==> src/rtl/csq_pkg.sv <==
`timescale 1ns/1ps
package csq_pkg;

    typedef enum logic [1:0] {
        COL_RED = 2'd0,
        COL_GRN = 2'd1,
        COL_BLU = 2'd2
    } color_e;

    typedef enum logic [1:0] {
        MODE_FIXED   = 2'd0,
        MODE_PAIR    = 2'd1,
        MODE_TRIPIX  = 2'd2,
        MODE_TRILINE = 2'd3
    } mode_e;

    function automatic color_e step_pair(color_e c);
        return (c == COL_RED) ? COL_GRN : COL_RED;
    endfunction

    function automatic color_e step_trio(color_e c);
        case (c)
            COL_RED: return COL_GRN;
            COL_GRN: return COL_BLU;
            default: return COL_RED;
        endcase
    endfunction

    function automatic logic long_latency(mode_e m);
        return (m == MODE_FIXED) || (m == MODE_TRILINE);
    endfunction

endpackage

==> src/rtl/csq_pointer.sv <==
`timescale 1ns/1ps
module csq_pointer
    import csq_pkg::*;
(
    input  logic       clk,
    input  logic       rst_n,
    input  logic       line_start,
    input  logic [1:0] cfg_mode,
    input  logic       mode_wr,
    output color_e     color_o,
    output color_e     color_nxt_o,
    output logic       line_fall_o
);

    typedef struct packed {
        color_e col;
        logic   arm;
        logic   line;
    } ptr_s;

    ptr_s   st_d, st_q;
    mode_e  mode;
    logic   fall;

    assign mode = mode_e'(cfg_mode);
    assign fall = st_q.line & ~line_start;

    always_comb begin
        st_d      = st_q;
        st_d.line = line_start;
        if (mode_wr && mode == MODE_TRILINE) begin
            st_d.col = COL_RED;
            st_d.arm = 1'b1;
        end else begin
            case (mode)
                MODE_FIXED:  st_d.col = COL_RED;
                MODE_PAIR:   st_d.col = line_start ? COL_RED : step_pair(st_q.col);
                MODE_TRIPIX: st_d.col = line_start ? COL_RED : step_trio(st_q.col);
                default: begin
                    if (fall) begin
                        st_d.col = st_q.arm ? COL_RED : step_trio(st_q.col);
                        st_d.arm = 1'b0;
                    end
                end
            endcase
        end
    end

    always_ff @(posedge clk or negedge rst_n) begin
        if (!rst_n) begin
            st_q <= '{col: COL_RED, arm: 1'b1, line: 1'b0};
        end else begin
            st_q <= st_d;
        end
    end

    assign color_o     = st_q.col;
    assign color_nxt_o = st_d.col;
    assign line_fall_o = fall;

    assert_legal_color_R2: assert property (@(posedge clk) disable iff (!rst_n)
        color_o != color_e'(2'b11));

    assert_fixed_red_R2: assert property (@(posedge clk) disable iff (!rst_n)
        cfg_mode == 2'b00 |=> color_o == COL_RED);

    assert_pair_toggle_R3: assert property (@(posedge clk) disable iff (!rst_n)
        (cfg_mode == 2'b01 && !line_start && color_o == COL_RED) |=> color_o == COL_GRN);

    assert_strobe_red_R3: assert property (@(posedge clk) disable iff (!rst_n)
        (line_start && (cfg_mode == 2'b01 || cfg_mode == 2'b10)) |=> color_o == COL_RED);

    assert_trio_step_R4: assert property (@(posedge clk) disable iff (!rst_n)
        (cfg_mode == 2'b10 && !line_start && color_o == COL_GRN) |=> color_o == COL_BLU);

    assert_line_hold_R5: assert property (@(posedge clk) disable iff (!rst_n)
        (cfg_mode == 2'b11 && !mode_wr && !fall) |=> $stable(color_o));

    assert_rewrite_red_R5: assert property (@(posedge clk) disable iff (!rst_n)
        (cfg_mode == 2'b11 && mode_wr) |=> color_o == COL_RED);

endmodule

==> src/rtl/csq_code_sel.sv <==
`timescale 1ns/1ps
module csq_code_sel
    import csq_pkg::*;
#(
    parameter int GAIN_W = 6,
    parameter int OFS_W  = 8
) (
    input  logic              clk,
    input  logic              rst_n,
    input  color_e            color_nxt_i,
    input  logic [GAIN_W-1:0] gain_red,
    input  logic [GAIN_W-1:0] gain_grn,
    input  logic [GAIN_W-1:0] gain_blu,
    input  logic [OFS_W-1:0]  ofs_red,
    input  logic [OFS_W-1:0]  ofs_grn,
    input  logic [OFS_W-1:0]  ofs_blu,
    output logic [GAIN_W-1:0] gain_o,
    output logic [OFS_W-1:0]  ofs_o
);

    typedef struct packed {
        logic [GAIN_W-1:0] gain;
        logic [OFS_W-1:0]  ofs;
    } code_s;

    code_s cd_d, cd_q;

    always_comb begin
        case (color_nxt_i)
            COL_GRN: begin
                cd_d.gain = gain_grn;
                cd_d.ofs  = ofs_grn;
            end
            COL_BLU: begin
                cd_d.gain = gain_blu;
                cd_d.ofs  = ofs_blu;
            end
            default: begin
                cd_d.gain = gain_red;
                cd_d.ofs  = ofs_red;
            end
        endcase
    end

    always_ff @(posedge clk or negedge rst_n) begin
        if (!rst_n) begin
            cd_q <= '0;
        end else begin
            cd_q <= cd_d;
        end
    end

    assign gain_o = cd_q.gain;
    assign ofs_o  = cd_q.ofs;

endmodule

==> src/rtl/csq_tag_delay.sv <==
`timescale 1ns/1ps
module csq_tag_delay
    import csq_pkg::*;
#(
    parameter int LAT_LONG  = 8,
    parameter int LAT_SHORT = 6
) (
    input  logic   clk,
    input  logic   rst_n,
    input  color_e color_i,
    input  logic   long_i,
    output color_e tag_o
);

    localparam int DEPTH = (LAT_LONG > LAT_SHORT) ? LAT_LONG : LAT_SHORT;
    localparam int IW    = (DEPTH > 1) ? $clog2(DEPTH) : 1;

    typedef struct packed {
        logic [DEPTH-1:0][1:0] hist;
    } tag_s;

    tag_s           tg_d, tg_q;
    logic [IW-1:0]  tap;

    always_comb begin
        tg_d.hist[0] = color_i;
        for (int i = 1; i < DEPTH; i++) begin
            tg_d.hist[i] = tg_q.hist[i-1];
        end
    end

    always_ff @(posedge clk or negedge rst_n) begin
        if (!rst_n) begin
            tg_q <= '0;
        end else begin
            tg_q <= tg_d;
        end
    end

    assign tap   = long_i ? IW'(LAT_LONG - 1) : IW'(LAT_SHORT - 1);
    assign tag_o = color_e'(tg_q.hist[tap]);

endmodule

==> src/rtl/color_sequencer.sv <==
`timescale 1ns/1ps
module color_sequencer
    import csq_pkg::*;
#(
    parameter int GAIN_W    = 6,
    parameter int OFS_W     = 8,
    parameter int DATA_W    = 8,
    parameter int LAT_LONG  = 8,
    parameter int LAT_SHORT = 6
) (
    input  logic              clk,
    input  logic              rst_n,
    input  logic              line_start,
    input  logic [1:0]        cfg_mode,
    input  logic              mode_wr,
    input  logic              invert,
    input  logic              out_off,
    input  logic [DATA_W-1:0] adc_code,
    input  logic [GAIN_W-1:0] gain_red,
    input  logic [GAIN_W-1:0] gain_grn,
    input  logic [GAIN_W-1:0] gain_blu,
    input  logic [OFS_W-1:0]  ofs_red,
    input  logic [OFS_W-1:0]  ofs_grn,
    input  logic [OFS_W-1:0]  ofs_blu,
    output logic [1:0]        color_sel,
    output logic [GAIN_W-1:0] gain_out,
    output logic [OFS_W-1:0]  ofs_out,
    output logic [1:0]        tag_out,
    output logic [DATA_W-1:0] bus_out,
    output logic              bus_oe
);

    typedef struct packed {
        logic              started;
        logic              oe;
        logic [DATA_W-1:0] data;
    } bus_s;

    color_e col, col_nxt, tag;
    logic   line_fall;
    bus_s   bs_d, bs_q;

    csq_pointer u_ptr (
        .clk         (clk),
        .rst_n       (rst_n),
        .line_start  (line_start),
        .cfg_mode    (cfg_mode),
        .mode_wr     (mode_wr),
        .color_o     (col),
        .color_nxt_o (col_nxt),
        .line_fall_o (line_fall)
    );

    csq_code_sel #(
        .GAIN_W (GAIN_W),
        .OFS_W  (OFS_W)
    ) u_code (
        .clk         (clk),
        .rst_n       (rst_n),
        .color_nxt_i (col_nxt),
        .gain_red    (gain_red),
        .gain_grn    (gain_grn),
        .gain_blu    (gain_blu),
        .ofs_red     (ofs_red),
        .ofs_grn     (ofs_grn),
        .ofs_blu     (ofs_blu),
        .gain_o      (gain_out),
        .ofs_o       (ofs_out)
    );

    csq_tag_delay #(
        .LAT_LONG  (LAT_LONG),
        .LAT_SHORT (LAT_SHORT)
    ) u_tag (
        .clk     (clk),
        .rst_n   (rst_n),
        .color_i (col),
        .long_i  (long_latency(mode_e'(cfg_mode))),
        .tag_o   (tag)
    );

    always_comb begin
        bs_d.started = bs_q.started | line_fall;
        bs_d.oe      = bs_d.started & ~line_start & ~out_off;
        bs_d.data    = invert ? ~adc_code : adc_code;
    end

    always_ff @(posedge clk or negedge rst_n) begin
        if (!rst_n) begin
            bs_q <= '0;
        end else begin
            bs_q <= bs_d;
        end
    end

    assign color_sel = col;
    assign tag_out   = tag;
    assign bus_out   = bs_q.data;
    assign bus_oe    = bs_q.oe;

    assert_release_R8: assert property (@(posedge clk) disable iff (!rst_n)
        (line_start || out_off) |=> !bus_oe);

    assert_no_drive_before_line_R1: assert property (@(posedge clk) disable iff (!rst_n)
        (!bs_q.started && !line_fall) |=> !bus_oe);

    assert_green_codes_R6: assert property (@(posedge clk) disable iff (!rst_n)
        (color_sel == COL_GRN) |-> (gain_out == $past(gain_grn) && ofs_out == $past(ofs_grn)));

    assert_blue_codes_R6: assert property (@(posedge clk) disable iff (!rst_n)
        (color_sel == COL_BLU) |-> (gain_out == $past(gain_blu) && ofs_out == $past(ofs_blu)));

    assert_dark_inverted_R7: assert property (@(posedge clk) disable iff (!rst_n)
        (invert && adc_code == '0) |=> bus_out == '1);

    assert_tag_legal_R9: assert property (@(posedge clk) disable iff (!rst_n)
        tag_out != 2'b11);

endmodule

==> config.mk <==
export PLATFORM = sky130hd
export DESIGN_NAME = color_sequencer
export DESIGN_NICKNAME = d
export VERILOG_FILES = /design/src/rtl/csq_pkg.sv /design/src/rtl/csq_pointer.sv /design/src/rtl/csq_code_sel.sv /design/src/rtl/csq_tag_delay.sv /design/src/rtl/color_sequencer.sv
export SDC_FILE = /design/constraint.sdc
export NUM_CORES = 1
export LEC_CHECK = 0
export CORE_ASPECT_RATIO = 1.1
export CORE_MARGIN = 4
export CORE_UTILIZATION = 40
export DETAILED_ROUTE_END_ITERATION = 10
export PLACE_DENSITY_LB_ADDON = 0.1
export RECOVER_POWER = 25
export SETUP_SLACK_MARGIN = 0.5
export SLEW_MARGIN = 20
export SYNTH_ARGS = -nofsm -noshare
export SYNTH_HDL_FRONTEND = slang
export SYNTH_HIERARCHICAL = 1
export SYNTH_SLANG_ARGS = --single-unit
==> constraint.sdc <==
create_clock -name clk -period 3.1 [get_ports clk]
set_clock_uncertainty 0.2 [all_clocks]
set_input_delay 0.465 -clock clk [delete_from_list [all_inputs] [get_ports clk]]
set_output_delay 0.465 -clock clk [all_outputs]
set_load 0.02 [all_outputs]
# [Word-level counts from Yosys, hierarchy flattened]
# Cells that the tools add are included.
[word_totals] reg_bits=44 input_bits=58 output_inout_bits=27 word_cells=52
[classes] order_cmp=1 eq_ne=7 mux=14 bitwise=7 reduce_logical=7
[ops] cell="14-bit one-hot mux with 2 select lines" n=1
[ops] cell="2-bit 2-to-1 mux" n=5
[ops] cell="8-bit 2-to-1 mux" n=1
[ops] cell="8-bit inverter" n=1
[ops] cell="2-bit binary-select mux with 3-bit select" n=1
[ops] cell="2-bit by 1-bit equality test with 1-bit output (second input constant)" n=3
[ops] cell="2-bit equality test (second input constant)" n=3
[ops] cell="3-bit 2-to-1 mux" n=2
[ops] cell="2-bit one-hot mux with 3 select lines" n=1
[ops] cell="2-bit logical NOT" n=2
[ops] cell="3-bit by 4-bit < comparator with 1-bit output (second input constant)" n=1
[ops] cell="2-bit one-hot mux with 2 select lines" n=1
[ops] cell="1-bit AND" n=3
[ops] cell="3-bit OR reduction" n=1
[ops] cell="1-bit 2-to-1 mux" n=2
[ops] cell="2-bit by 1-bit inequality test with 1-bit output (second input constant)" n=1
[ops] cell="1-bit inverter" n=2
[ops] cell="2-bit AND reduction" n=1
[ops] cell="2-bit nonzero test" n=1
[ops] cell="1-bit logical AND" n=1
[ops] cell="1-bit logical OR" n=1
[ops] cell="1-bit OR" n=1

# [Longest topological paths before layout]
[depth] ltp_word=8 depth_mapped=10 mapped_depth_nobuf=7

# [Cells and area by module]
# The synthesis kept the hierarchy.
[modules_own_cells] mod="csq_code_sel" instances=1 cells_each=65 area_per_inst_um2=651.9 seq_area_each_um2=350.3
[modules_own_cells] mod="csq_tag_delay" instances=1 cells_each=18 area_per_inst_um2=422.9 seq_area_each_um2=400.4
[modules_own_cells] mod="color_sequencer" instances=1 cells_each=30 area_per_inst_um2=414.1 seq_area_each_um2=250.2
[modules_own_cells] mod="csq_pointer" instances=1 cells_each=24 area_per_inst_um2=235.2 seq_area_each_um2=101.3

# [Worst setup path after synthesis]
# OpenSTA, ideal clock, no wires.
[synth_path] kind="in2reg" startpoint="in line_start" endpoint="reg u_code.cd_q, in the netlist u_code/ofs_o[0]" setup_ps=126 arrival_time_ps=1915 required_ps=2774 slack_ps=859 path_stages=9 n_path_buf=3 cell_sequence="or4_1 o21ai_0 buf_4 inv_1 ha_1 buf_4 buf_4 nand2_1 o21ai_0"
[synth_rtl] element="start, declared" line="color_sequencer.sv:13" rtl="input logic line_start,"
[synth_rtl] element="end signal, assigned" line="csq_code_sel.sv:47" rtl="cd_q <= '0;"
[synth_rtl] element="end signal, assigned" line="csq_code_sel.sv:49" rtl="cd_q <= cd_d;"
[synth_rtl] element="end, declared" line="csq_code_sel.sv:26" rtl="code_s cd_d, cd_q;"

==> impl_metrics.json <==
{
  "outcome": "completed",
  "setup_violations": 0,
  "design_area_mm2": 0.00264,
  "crit_buf_inv": 3,
  "num_antenna_cells": 0,
  "pre_cts_ws_ns": 0.185,
  "cts_buffers": 5,
  "crit_family": "buffers and inverters",
  "drt_iter0_markers": 27,
  "path_cells": "dlygate4sd3_1 > or4_1 > o21ai_1 > inv_1 > ha_2 > buf_6 > o21ai_0",
  "die_y_um": 76.9,
  "start_util": 0.425,
  "grt_antenna_before_repair": 0,
  "grt_pass1_wl_um": 6370,
  "syn_area_per_cell_um2": 12.6,
  "ant_nets": 0,
  "p_int_mw": 1.04,
  "wl_um": 4150,
  "power_frac_seq": 0.464,
  "cp-end-kind": "flop",
  "grtUsageTotal": 0.154,
  "worstHoldPathType": "in2async",
  "drv_cap": 0,
  "synth_area_mm2": 0.00172,
  "synth.distinct_cells": 25,
  "ys_seq_area_frac": 0.639,
  "crit_type": "in2reg",
  "finalHoldViolCount": 0,
  "synth_mux_area_frac": 0.0131,
  "drc": 0,
  "cp.required_ns": 3.07,
  "wire_per_inst_um": 15.6,
  "die_w_um": 70.6,
  "io_pins": 85,
  "synth-simple-area-share": 0.0718,
  "tightest_slew_ns": 0.932,
  "setup_tns_ns": 0,
  "cts_tree": "yes",
  "cts_num_sinks": 44,
  "overflow": 0,
  "h-tree-depth": 2,
  "fin_crit_sh": 0.822,
  "nets": 273,
  "via_count": 1270,
  "core_area_mm2": 0.00405,
  "vdd_ir_drop_max_mv": 0.365,
  "dpl_cell_area_mm2": 0.00250,
  "final.setup.worst_slack_ns": 0.553,
  "rows": 24,
  "dieArea_mm2": 0.00543,
  "crit_path_max_incr_delay_ns": 0.61,
  "drive_above_1_share": 0.0888,
  "critical_path.slowest_cell": "dlygate4sd3_1",
  "switchingPower_uw": 358,
  "crit_fanout": 28,
  "min_period_ns": 2.55,
  "clk_latency_ns": 0.29,
  "first_pass_iters": 4,
  "synthToLayoutAreaGrowth_pct": 53.0,
  "cts-root-buf": "clkbuf_8",
  "yosysWarnings": 6,
  "p_comb_frac": 0.224,
  "syn-num-nets": 197,
  "grt_pass1_vias": 1321,
  "finish.utilization": 0.651,
  "static-leakage-power_nw": 1.16,
  "rsz0062_at_grt": "no",
  "synth_fa_ha_area_frac": 0.0145,
  "crit_arrival_ns": 2.52,
  "synth-seq-cells": 44,
  "power_switching_share": 0.256,
  "fmax_mhz": 393,
  "drv_slew": 0,
  "power.density_mw_per_mm2": 529,
  "total_power_mw": 1.40,
  "vias_per_cell": 4.77,
  "grt_max_degree": 45,
  "cts.path.max_buffers": 2,
  "cp-start-kind": "primary input",
  "io_buffer_count": 84,
  "dpl.hpwl_um": 3170,
  "synth-compound-area-share": 0.123,
  "place.gp.congestion": 0.811,
  "clk_pin_slew_ns": 0.08,
  "synth_top_family_by_area": "compound AO/OA/AOI/OAI gates",
  "synthCells": 137,
  "slew_headroom": 0.379,
  "synth-xor-area-share": 0.0508,
  "clkPwrFrac": 0.312
}
## final timing paths
kind | startpoint | endpoint | slack, ns | cells after the start
max in group asynchronous | rst_n | u_code/gain_o[1]$_DFF_PN0_ | 2.02 | 1
hold reg to reg | u_tag/tg_d[4]$_DFF_PN0_ | u_tag/tg_d[6]$_DFF_PN0_ | 0.15 | 0
setup / recovery | line_start | u_code/gain_o[4]$_DFF_PN0_ | 0.55 | 7
min in group clk | u_tag/tg_d[4]$_DFF_PN0_ | u_tag/tg_d[6]$_DFF_PN0_ | 0.15 | 0
hold / removal | rst_n | u_tag/tg_d[14]$_DFF_PN0_ | 0.11 | 1
setup reg to reg | u_ptr/color_o[1]$_DFF_PN0_ | u_code/gain_o[4]$_DFF_PN0_ | 0.89 | 6
## sequential cells by signal (all words and copies together) (netlist names)
| register | flops |
|---|---|
| u_tag/tg_d | 14 |
| bus_out | 8 |
| u_code/ofs_o | 8 |
| u_code/gain_o | 6 |
| u_ptr/color_o | 2 |
| u_ptr/st_q | 2 |
| u_tag/tg_q | 2 |
| bs_q | 1 |
| bus_oe | 1 |
## cells in the mapped netlist
cell	n	area, um2
a211o_1	2	17.5
inv_1	2	7.51
nor2_1	2	7.51
buf_4	16	120
and4bb_2	1	12.5
o21ai_0	5	25.0
a32o_1	1	10.0
nor4_1	1	6.26
dfstp_2	1	26.3
xor2_1	8	70.1
nand2_1	16	60.1
ha_1	2	25.0
mux2_2	2	22.5
or2_1	1	6.26
a21oi_1	1	5.00
nor3b_1	1	7.51
dfrtp_1	43	1080
or4_1	1	7.51
o21ai_1	10	50.1
nor2b_1	1	6.26
nor3_1	1	5.00
nand3_1	1	5.00
xnor2_1	2	17.5
a22oi_1	14	105
buf_6	2	22.5
## repair_timing
item,4_1_cts,5_1_grt
setup endpoints to repair,6,16
setup buffers,0,1
gates resized for setup,4,5
pin swaps,1,0
hold buffers,0,0
## through the flow
step	hold slack, ns	instances
after global routing	0.160	266
after floorplan	-0.0306	137
after detailed placement	0.135	257
after CTS	0.139	265
after global placement	0.132	257
final	0.105	266
## routing by layer
metal	global-route usage	wire [um]	part of all wire	vias to the layer above
li1	-	-	-	610
met1	0.162	1520	0.37	612
met2	0.285	2330	0.56	43
met3	0.0471	248	0.060	5
met4	0.0564	52	0.013	0
met5	0	0	0	-
## power groups by stage
stage / Combinational [mW] / Sequential, mW / Clock [mW]
finish: 0.313 / 0.647 / 0.436
global route: 0.335 / 0.653 / 0.474
CTS: 0.314 / 0.648 / 0.456
detailed placement: 0.312 / 0.660 / 0
global placement: 0.305 / 0.658 / 0
floorplan: 0.123 / 0.688 / 0
## cell type report
type / count / area (um2)
fillers: 333 / 1420
clock buffers: 5 / 68.8
repair buffers: 87 / 865
well taps: 52 / 65.1
multi-input cells: 73 / 484
inverters: 2 / 7.51
flip-flops and latches: 44 / 1100
clock inverters: 3 / 46.3
## placed cells by master (no fill, tap or decap), types with 2 or more instances in the layout
master,count
a211o_1,2
a22oi_1,14
buf_4,2
clkbuf_8,5
clkdlybuf4s50_1,78
dfrtp_1,43
dlygate4sd2_1,2
dlymetal6s2s_1,2
inv_1,2
mux2_2,2
nand2_1,16
nor2_1,2
o21ai_0,4
o21ai_1,11
xor2_1,8
## cell families (layout without fill, tap and decap cells)
kind of cell,after synthesis,after routing
DFF,44,44
buffers and inverters,20,97
adders and majority gates,2,2
and+or+nand+nor,26,26
AOI/OAI and AO/OA,33,33
muxes,2,2
xor gates and xnor gates,10,10
Note: power is estimated with default switching activity, not from simulation.
